<file path="config.mk">
export PLATFORM = sky130hd
export DESIGN_NAME = spim_top
export DESIGN_NICKNAME = d
export VERILOG_FILES = /design/src/rtl/spim_pkg.sv /design/src/rtl/spim_fifo.sv /design/src/rtl/spim_tick.sv /design/src/rtl/spim_engine.sv /design/src/rtl/spim_top.sv
export SDC_FILE = /design/constraint.sdc
export NUM_CORES = 1
export LEC_CHECK = 0
export BUFFER_PORTS_ARGS = -buffer_cell sky130_fd_sc_hd__buf_2
export CAP_MARGIN = 30
export CORE_MARGIN = 5
export CORE_UTILIZATION = 30
export CTS_BUF_LIST = sky130_fd_sc_hd__clkbuf_8
export CTS_CLUSTER_DIAMETER = 200
export DETAILED_ROUTE_END_ITERATION = 10
export SLEW_MARGIN = 20
export SYNTH_ARGS = -nofsm -noshare
export SYNTH_HDL_FRONTEND = slang
export SYNTH_SLANG_ARGS = --single-unit
</file>
<file path="constraint.sdc">
create_clock -name clk -period 4.2 [get_ports clk]
set_input_delay 0.42 -clock clk [delete_from_list [all_inputs] [get_ports clk]]
set_output_delay 0.42 -clock clk [all_outputs]
set_load 0.05 [all_outputs]
</file>
<file path="src/rtl/spim_pkg.sv">
package spim_pkg;

    typedef enum logic [1:0] {
        S_IDLE = 2'd0,
        S_LOW  = 2'd1,
        S_HIGH = 2'd2
    } eng_st_e;

endpackage

</file>
<file path="src/rtl/spim_fifo.sv">
module spim_fifo #(
    parameter int W     = 8,
    parameter int DEPTH = 8
) (
    input  logic                         clk,
    input  logic                         rst_n,
    input  logic                         clr,
    input  logic                         push,
    input  logic [W-1:0]                 din,
    input  logic                         pop,
    output logic [W-1:0]                 dout,
    output logic [$clog2(DEPTH+1)-1:0]   count
);
    localparam int AW = $clog2(DEPTH);
    localparam int CW = $clog2(DEPTH+1);

    logic [W-1:0]  mem [DEPTH];
    logic [AW-1:0] wp, rp;
    logic          do_push, do_pop;

    assign do_push = push && (count != CW'(DEPTH));
    assign do_pop  = pop  && (count != '0);
    assign dout    = mem[rp];

    always_ff @(posedge clk) begin
        if (do_push) mem[wp] <= din;
    end

    always_ff @(posedge clk or negedge rst_n) begin
        if (!rst_n) begin
            wp    <= '0;
            rp    <= '0;
            count <= '0;
        end else if (clr) begin
            wp    <= '0;
            rp    <= '0;
            count <= '0;
        end else begin
            if (do_push) wp <= wp + AW'(1);
            if (do_pop)  rp <= rp + AW'(1);
            count <= count + CW'(do_push) - CW'(do_pop);
        end
    end
endmodule

</file>
<file path="src/rtl/spim_tick.sv">
module spim_tick #(
    parameter int HW = 10
) (
    input  logic          clk,
    input  logic          rst_n,
    input  logic          run,
    input  logic [HW-1:0] half,
    output logic          tick
);
    logic [HW-1:0] cnt;

    assign tick = run && (cnt == half - HW'(1));

    always_ff @(posedge clk or negedge rst_n) begin
        if (!rst_n)           cnt <= '0;
        else if (!run || tick) cnt <= '0;
        else                  cnt <= cnt + HW'(1);
    end
endmodule

</file>
<file path="src/rtl/spim_engine.sv">
module spim_engine
    import spim_pkg::*;
#(
    parameter int W     = 8,
    parameter int PRI_W = 2,
    parameter int SEC_W = 3,
    parameter int HW    = 10
) (
    input  logic             clk,
    input  logic             rst_n,
    input  logic             en,
    input  logic             sleep,
    input  logic [PRI_W-1:0] pri_sel,
    input  logic [SEC_W-1:0] sec_sel,
    input  logic             tx_ready,
    input  logic             rx_room,
    input  logic [W-1:0]     tx_head,
    input  logic             miso,
    input  logic             tick,
    output logic             tx_pop,
    output logic             rx_push,
    output logic [W-1:0]     rx_byte,
    output logic             sck,
    output logic             mosi,
    output logic             run,
    output logic [HW-1:0]    half,
    output eng_st_e          st
);
    localparam int BW = (W > 1) ? $clog2(W) : 1;

    eng_st_e       st_nx;
    logic [W-1:0]  shreg, rxsh;
    logic [BW-1:0] bitc;
    logic [HW-1:0] h_calc;
    logic          start, last;

    assign h_calc  = (HW'(sec_sel) + HW'(1)) << {pri_sel, 1'b0};
    assign start   = (st == S_IDLE) && en && !sleep && tx_ready && rx_room;
    assign last    = (bitc == BW'(W-1));
    assign rx_byte = rxsh;

    // state register
    always_ff @(posedge clk or negedge rst_n) begin
        if (!rst_n)   st <= S_IDLE;
        else if (!en) st <= S_IDLE;
        else          st <= st_nx;
    end

    // next state
    always_comb begin
        st_nx = st;
        unique case (st)
            S_IDLE: if (start) st_nx = S_LOW;
            S_LOW:  if (tick)  st_nx = S_HIGH;
            S_HIGH: if (tick)  st_nx = last ? S_IDLE : S_LOW;
            default:           st_nx = S_IDLE;
        endcase
    end

    // datapath
    always_ff @(posedge clk or negedge rst_n) begin
        if (!rst_n) begin
            shreg <= '0;
            rxsh  <= '0;
            bitc  <= '0;
            half  <= HW'(1);
        end else if (!en) begin
            shreg <= '0;
            rxsh  <= '0;
            bitc  <= '0;
        end else begin
            if (start) begin
                shreg <= tx_head;
                rxsh  <= '0;
                bitc  <= '0;
                half  <= h_calc;
            end else if (st == S_LOW && tick) begin
                rxsh <= {rxsh[W-2:0], miso};
            end else if (st == S_HIGH && tick && !last) begin
                shreg <= {shreg[W-2:0], 1'b0};
                bitc  <= bitc + BW'(1);
            end
        end
    end

    // outputs
    always_comb begin
        sck     = (st == S_HIGH);
        run     = (st != S_IDLE);
        mosi    = shreg[W-1];
        tx_pop  = start;
        rx_push = en && (st == S_HIGH) && tick && last;
    end
endmodule

</file>
<file path="src/rtl/spim_top.sv">
module spim_top
    import spim_pkg::*;
#(
    parameter int W     = 8,
    parameter int DEPTH = 8,
    parameter int PRI_W = 2,
    parameter int SEC_W = 3
) (
    input  logic                       clk,
    input  logic                       rst_n,
    input  logic                       en,
    input  logic                       sleep,
    input  logic [PRI_W-1:0]           pri_sel,
    input  logic [SEC_W-1:0]           sec_sel,
    input  logic                       wr_stb,
    input  logic [W-1:0]               wr_data,
    input  logic                       rd_stb,
    input  logic                       miso,
    output logic                       sck,
    output logic                       mosi,
    output logic                       tx_full,
    output logic                       rx_full,
    output logic                       rx_avail,
    output logic [$clog2(DEPTH+1)-1:0] elem_cnt,
    output logic [W-1:0]               rd_data,
    output logic                       ovf
);
    localparam int CW = $clog2(DEPTH+1);
    localparam int HW = 2 * ((1 << PRI_W) - 1) + SEC_W + 1;

    logic          tx_push, tx_pop, rx_push, rx_pop, run, tick;
    logic [W-1:0]  tx_head, rx_byte;
    logic [CW-1:0] rx_cnt;
    logic [HW-1:0] half;
    eng_st_e       eng_st;

    assign tx_full  = (elem_cnt == CW'(DEPTH));
    assign rx_full  = (rx_cnt == CW'(DEPTH));
    assign rx_avail = (rx_cnt != '0);
    assign tx_push  = en && wr_stb && !tx_full;
    assign rx_pop   = en && rd_stb && rx_avail;

    always_ff @(posedge clk or negedge rst_n) begin
        if (!rst_n)                   ovf <= 1'b0;
        else if (!en)                 ovf <= 1'b0;
        else if (wr_stb && tx_full)   ovf <= 1'b1;
    end

    spim_fifo #(.W(W), .DEPTH(DEPTH)) u_txq (
        .clk(clk), .rst_n(rst_n), .clr(!en),
        .push(tx_push), .din(wr_data), .pop(tx_pop),
        .dout(tx_head), .count(elem_cnt)
    );

    spim_fifo #(.W(W), .DEPTH(DEPTH)) u_rxq (
        .clk(clk), .rst_n(rst_n), .clr(!en),
        .push(rx_push), .din(rx_byte), .pop(rx_pop),
        .dout(rd_data), .count(rx_cnt)
    );

    spim_tick #(.HW(HW)) u_tick (
        .clk(clk), .rst_n(rst_n), .run(run), .half(half), .tick(tick)
    );

    spim_engine #(.W(W), .PRI_W(PRI_W), .SEC_W(SEC_W), .HW(HW)) u_eng (
        .clk(clk), .rst_n(rst_n), .en(en), .sleep(sleep),
        .pri_sel(pri_sel), .sec_sel(sec_sel),
        .tx_ready(elem_cnt != '0), .rx_room(!rx_full),
        .tx_head(tx_head), .miso(miso), .tick(tick),
        .tx_pop(tx_pop), .rx_push(rx_push), .rx_byte(rx_byte),
        .sck(sck), .mosi(mosi), .run(run), .half(half), .st(eng_st)
    );
endmodule

</file>
* Word-level counts from Yosys, hierarchy flattened *
Memory sizes are Yosys's and may differ from the RTL's.
Cells that the tools add are included.

cells by class
  add/subtract/negate cells = 12
  equal/unequal tests = 19
  shift operators = 1
  muxes and demuxes = 34
  reductions and logical operators = 33

operators by type and width
  kind                                                                  count
  8-bit 2-to-1 mux                                                      7
  3-bit 2-to-1 mux                                                      12
  1-bit logical AND                                                     20
  3-bit by 1-bit adder with 3-bit output, second input constant         5
  10-bit by 1-bit adder with 10-bit output, second input constant       1
  10-bit == test                                                        1
  10-bit 2-to-1 mux                                                     1
  2-bit by 1-bit != test with 1-bit output, second input constant       5
  10-bit by 3-bit left shift with 10-bit output                         1
  10-bit by 1-bit subtractor with 10-bit output, second input constant  1
  4-bit by 1-bit adder with 4-bit output                                2
  4-bit == test, second input constant                                  2
  2-bit 2-to-1 mux                                                      4
  4-bit 2-to-1 mux                                                      2
  4-bit != test, second input constant                                  2
  4-bit nonzero test                                                    2
  4-bit by 1-bit subtractor with 4-bit output                           2
  1-bit 2-to-1 mux                                                      7
  3-bit by 1-bit != test with 1-bit output, second input constant       2
  3-bit by 2-bit != test with 1-bit output, second input constant       2
  3-bit != test, second input constant                                  2
  2-bit one-hot mux with 3 select lines                                 1
  1-bit zero test                                                       5
  3-bit by 1-bit adder with 4-bit output, second input constant         1
  8 further kinds                                                       9

word-level totals
  flip-flop bits (word level) = 62
  memory bits (writable) = 128
  input port bits = 20
  output and inout port bits = 18
  word-level logic and storage cells = 114
  memories kept = 2

memories
  memory     words  bits a word  read ports  clocked after memory_dff  write ports  RTL line         text
  u_rxq.mem  8      8            1           0                         1            spim_fifo.sv:17  logic [W-1:0] mem [DEPTH];
  u_txq.mem  8      8            1           0                         1            spim_fifo.sv:17

* Logic depth before layout (Yosys ltp) *
  depth after elaboration = 9
  mapped depth = 15
  mapped depth without buffers = 14

* By module *
Synthesis repeated with hierarchy kept, for this count alone.

unflattened totals
  cell total of the unflattened synthesis = 567
  area, all modules = 8752.1 µm²

modules (own cells, without submodules)
  module              times used  cells an instance  area an instance (µm²)  seq. area each (µm²)
  spim_fifo at u_rxq  1           166                3143.0                  2172.1
  spim_fifo at u_txq  1           166                3141.8                  2172.1
  spim_engine         1           123                1483.9                  777.0
  spim_tick           1           100                878.3                   250.2
  spim_top            1           12                 105.1                   25.0

* Least setup slack after synthesis *
Ideal clock, no wire load.

  path type = reg2reg
  from = reg u_eng.half[0]
  to = mem u_rxq.mem[2][0], enable pin
  setup time = 398 ps
  arrival = 3338 ps
  required time = 3802 ps
  path slack = 464 ps
  stages on the path, launching flop included = 11
  path buffers = 1
  period minus slack after synthesis = 3736 ps
  path through = dfstp_2 -> inv_1 -> ha_1 -> clkbuf_1 -> nor2b_1 -> or3_1 -> a31oi_1 -> o311ai_4 -> nor3_4 -> nand3_2 -> nor4b_1

on the way
  word-level cells in the longest chain between the ends = 8

RTL lines
  what                                           RTL line           text
  start: declaration                             spim_engine.sv:26  output logic [HW-1:0] half,
  start signal: assignment                       spim_engine.sv:76  half <= h_calc;
  10-bit by 1-bit subtractor with 10-bit output  spim_tick.sv:12    assign tick = run && (cnt == half - HW'(1));
  10-bit == test                                 spim_tick.sv:12
  1-bit logical AND                              spim_tick.sv:12
  1-bit logical AND (2 in a row)                 spim_engine.sv:92  rx_push = en && (st == S_HIGH) && tick && last;
  1-bit logical AND                              spim_fifo.sv:21    assign do_push = push && (count != CW'(DEPTH));
  1-bit 2-to-1 mux                               spim_fifo.sv:26    if (do_push) mem[wp] <= din;
  1-bit 2-to-1 mux (implied by the code)         spim_fifo.sv:26
  end: declaration                               spim_fifo.sv:17

No other way between the ends.

* Worst setup path after layout *
  from = reg u_eng.half[0]
  to = mem u_rxq.mem[7][7], enable pin

The elaborated chain is that of the path after synthesis.

==> reports/results.txt <==
DRC: 0
Achievable Freq: 279.9 MHz
Critical path type: flip-flop to flip-flop
CTS root buf: clkbuf_8
Worst Hold Class: primary input to async pin
Drt initial violations: 186
Crit path DAT: 3660 ps
Core ar.: 27780 um^2
Worst Skew: 19.88 ps
Setup violators final: 0
Critical path peak fanout: 9
# diodes: 0
Status: complete, no violations
DR vias: 4636
Later-pin clock latency in the skew report: 460 ps
FP Rows: 61
PwrDens: 530.9 nW/um^2
Sequential-to-total area share from yosys stat: 63.96%
Fin nets: 676
Initial Util: 30.37%
Slew @ Worst Pin: 900.1 ps
DIE HEIGHT: 177.7 um
CTS Buffer Depth: 2
R2r startpoint: u_eng.half[0]$_DFFE_PN1P_
Min cycle time layout: 3572 ps
RSZ-0062 raised after global routing: no
Full die area: 31580 um^2
Gr usage total: 10.54%
Top_reg_cell synth: edfxtp_1
Pins Over Slew Limit: 0
Slew HR: 39.67%
CTS buffer count: 17
Vias in the first global route: 4889
TritonRoute pass-1 iters: 4
DP HPWL: 10620 um
# IOs: 38
First-pass GRT wire length: 26210 um
Grt total ovfl: 0
Yosys reg bits: 190
Multi-input logic area: 2870 um^2
Largest area contributor in the netlist: edfxtp_1
Wirelength per Cell: 15.06 um
Layout cell share with drive strength beyond 1: 22.95%
Max VDD drop: 0.2387 mV
Seq. cell area: 5396 um^2
Hold Vio Cnt, Final: 0
Net Count, Synth: 627
# fillers: 2741
Vias/cell: 4.532
CP startpoint: u_eng.half[0]$_DFFE_PN1P_
Antenna violations before repair: 0
DRT Wirelength: 15410 um
Synth-to-Final Area Change: 13.17%
Largest net degree at the start of global routing: 37
Netlist cell types: 54
H-tree levels: 4
Setup TNS Final: 0 ps
Avg Cell Area, Syn: 14.45 um^2
Post_cts resized: 0
Post-CTS Setup Inserts: 0
Max-Cap Viols: 0
Cell count after synthesis: 584
Mapped Area: 8437 um^2
Asr flop ratio synth: 32.63%
Die X: 177.7 um
Synth area leaders: edfxtp_1 (46%), dfrtp_1 (18%), mux4_2 (8.5%)
Area share of the largest cell type after synthesis: 45.56%
Worst Setup Start Kind: flip-flop
CP endpoint kind: flip-flop
GP Congestion: 0.7732
CTS hold repair buffers: 0
CTS tree: built
Clk sinks: 190
Post-synth EDFFs: 128
Worst endpoint required time: 4290 ps
Final core occ: 34.37%
Final worst-path cycle share: 85.05%
Synth warnings: 0
Post-route ant nets: 0
Leak: 3.511 nW
R2R Setup Slk: 630 ps
Reg clk slew, reported paths: 110 ps
I/O Buffers: 37
==> cells in the mapped netlist, types with 14 or more instances <==
library cell / number
and2_1: 14
clkbuf_1: 18
dfrtp_1: 61
edfxtp_1: 128
ha_1: 21
inv_1: 22
mux4_2: 32
nand2_1: 56
nand3_1: 21
nor2_1: 33
nor3_1: 16
o21ai_0: 17
xnor2_1: 15
==> report_power, final <==
part           switching, W  total, W  internal [W]  leakage, nW
sequential         0.000201   0.00233       0.00213         2.04
clock              0.000717   0.00116      0.000444        0.194
combinational      0.000910   0.00157      0.000664         1.28
==> registers in the layout, summed over array words and instances, names as in the netlist <==
register and flops:
u_txq.count 4, u_eng.half 10, u_rxq.mem 64, u_eng.st 2
u_rxq.rp 3, u_rxq.wp 3, u_txq.mem 64, ovf 1
u_eng.bitc 3, u_rxq.count 4, u_tick.cnt 10, u_txq.rp 3
u_eng.shreg 8, u_txq.wp 3, u_eng.rx_byte 8
==> area by class of cell <==
class,count,area share [%]
clock inverter,14,1.520
inverter,23,0.9042
sequential,190,56.52
timing repair buffer,57,3.591
clock buffer,17,2.451
multi-input combinational,344,30.06
tap,378,4.953
==> cell families (layout without fill, tap and decap cells) <==
group	Yosys count	count (layout)	synth area share, %
xor gates and xnor gates	28	28	2.907
adders and majority gates	23	23	3.589
AOI/OAI and AO/OA	60	60	4.938
DFF	190	190	63.96
muxes	54	54	11.29
and+or+nand+nor	179	179	10.89
buffers and inverters	50	111	2.432
==> critical path: stages, from the launching register on <==
cell and delay (ps):
dfstp_2 570, inv_1 70, ha_1 290, nor2b_1 160, or3_1 340, a31oi_1 280, o311ai_4 210, nor3_4 320
nand3_2 200, inv_2 140, nand2_1 110, nor2_1 520
==> routing by layer <==
layer / GRT usage (%) / part of all wire (%)
met2: 17.15 / 49
met5: 0 / 0
met3: 2.514 / 3.6
met1: 14.26 / 46
met4: 2.707 / 0.94
==> per-stage QoR <==
step                      total power (W)  instances  setup slack (ps)  area (um^2)  hold slack (ps)
after global routing             0.005407       1023             385.6         9548            89.51
after floorplan                  0.003602        584             464.2         8437            124.4
after global placement           0.003933        988             670.6         9131            509.4
after detailed placement         0.003974        990             613.8         9154            515.6
after CTS                        0.005135       1021             596.4         9533            33.63
final                            0.005069       1023             627.8         9548            46.24
==> placed cells by master (no fill, tap or decap), types with 3 or more instances in the layout <==
| cell type | n |
|---|---|
| a211oi_1 | 7 |
| a21o_1 | 3 |
| a21oi_1 | 8 |
| a31oi_1 | 4 |
| and2_1 | 14 |
| and3_1 | 5 |
| buf_2 | 37 |
| buf_4 | 19 |
| clkbuf_8 | 17 |
| clkinv_4 | 4 |
| dfrtp_1 | 61 |
| edfxtp_1 | 128 |
| ha_1 | 21 |
| inv_1 | 22 |
| inv_8 | 5 |
| mux2_2 | 9 |
| mux2i_1 | 13 |
| mux4_2 | 32 |
| nand2_1 | 56 |
| nand2b_1 | 6 |
| nand3_1 | 21 |
| nor2_1 | 33 |
| nor2b_1 | 7 |
| nor3_1 | 14 |
| nor4_1 | 3 |
| o21a_1 | 3 |
| o21ai_0 | 17 |
| o21bai_1 | 3 |
| xnor2_1 | 15 |
| xor2_1 | 13 |
==> worst paths after layout <==
kind / to / depth (start not counted)
max: u_rxq.mem[7][7]$_DFFE_PP_ / 11
min in group clk: u_eng.rx_byte[0]$_DFFE_PN0P_ / 3
min: u_eng.half[6]$_DFFE_PN0P_ / 1
max reg2reg: u_rxq.mem[7][7]$_DFFE_PP_ / 11
max in group asynchronous: u_eng.bitc[1]$_DFFE_PN0P_ / 2
min reg2reg: u_eng.bitc[2]$_DFFE_PN0P_ / 2
Note: power is estimated with default switching activity, not from simulation.
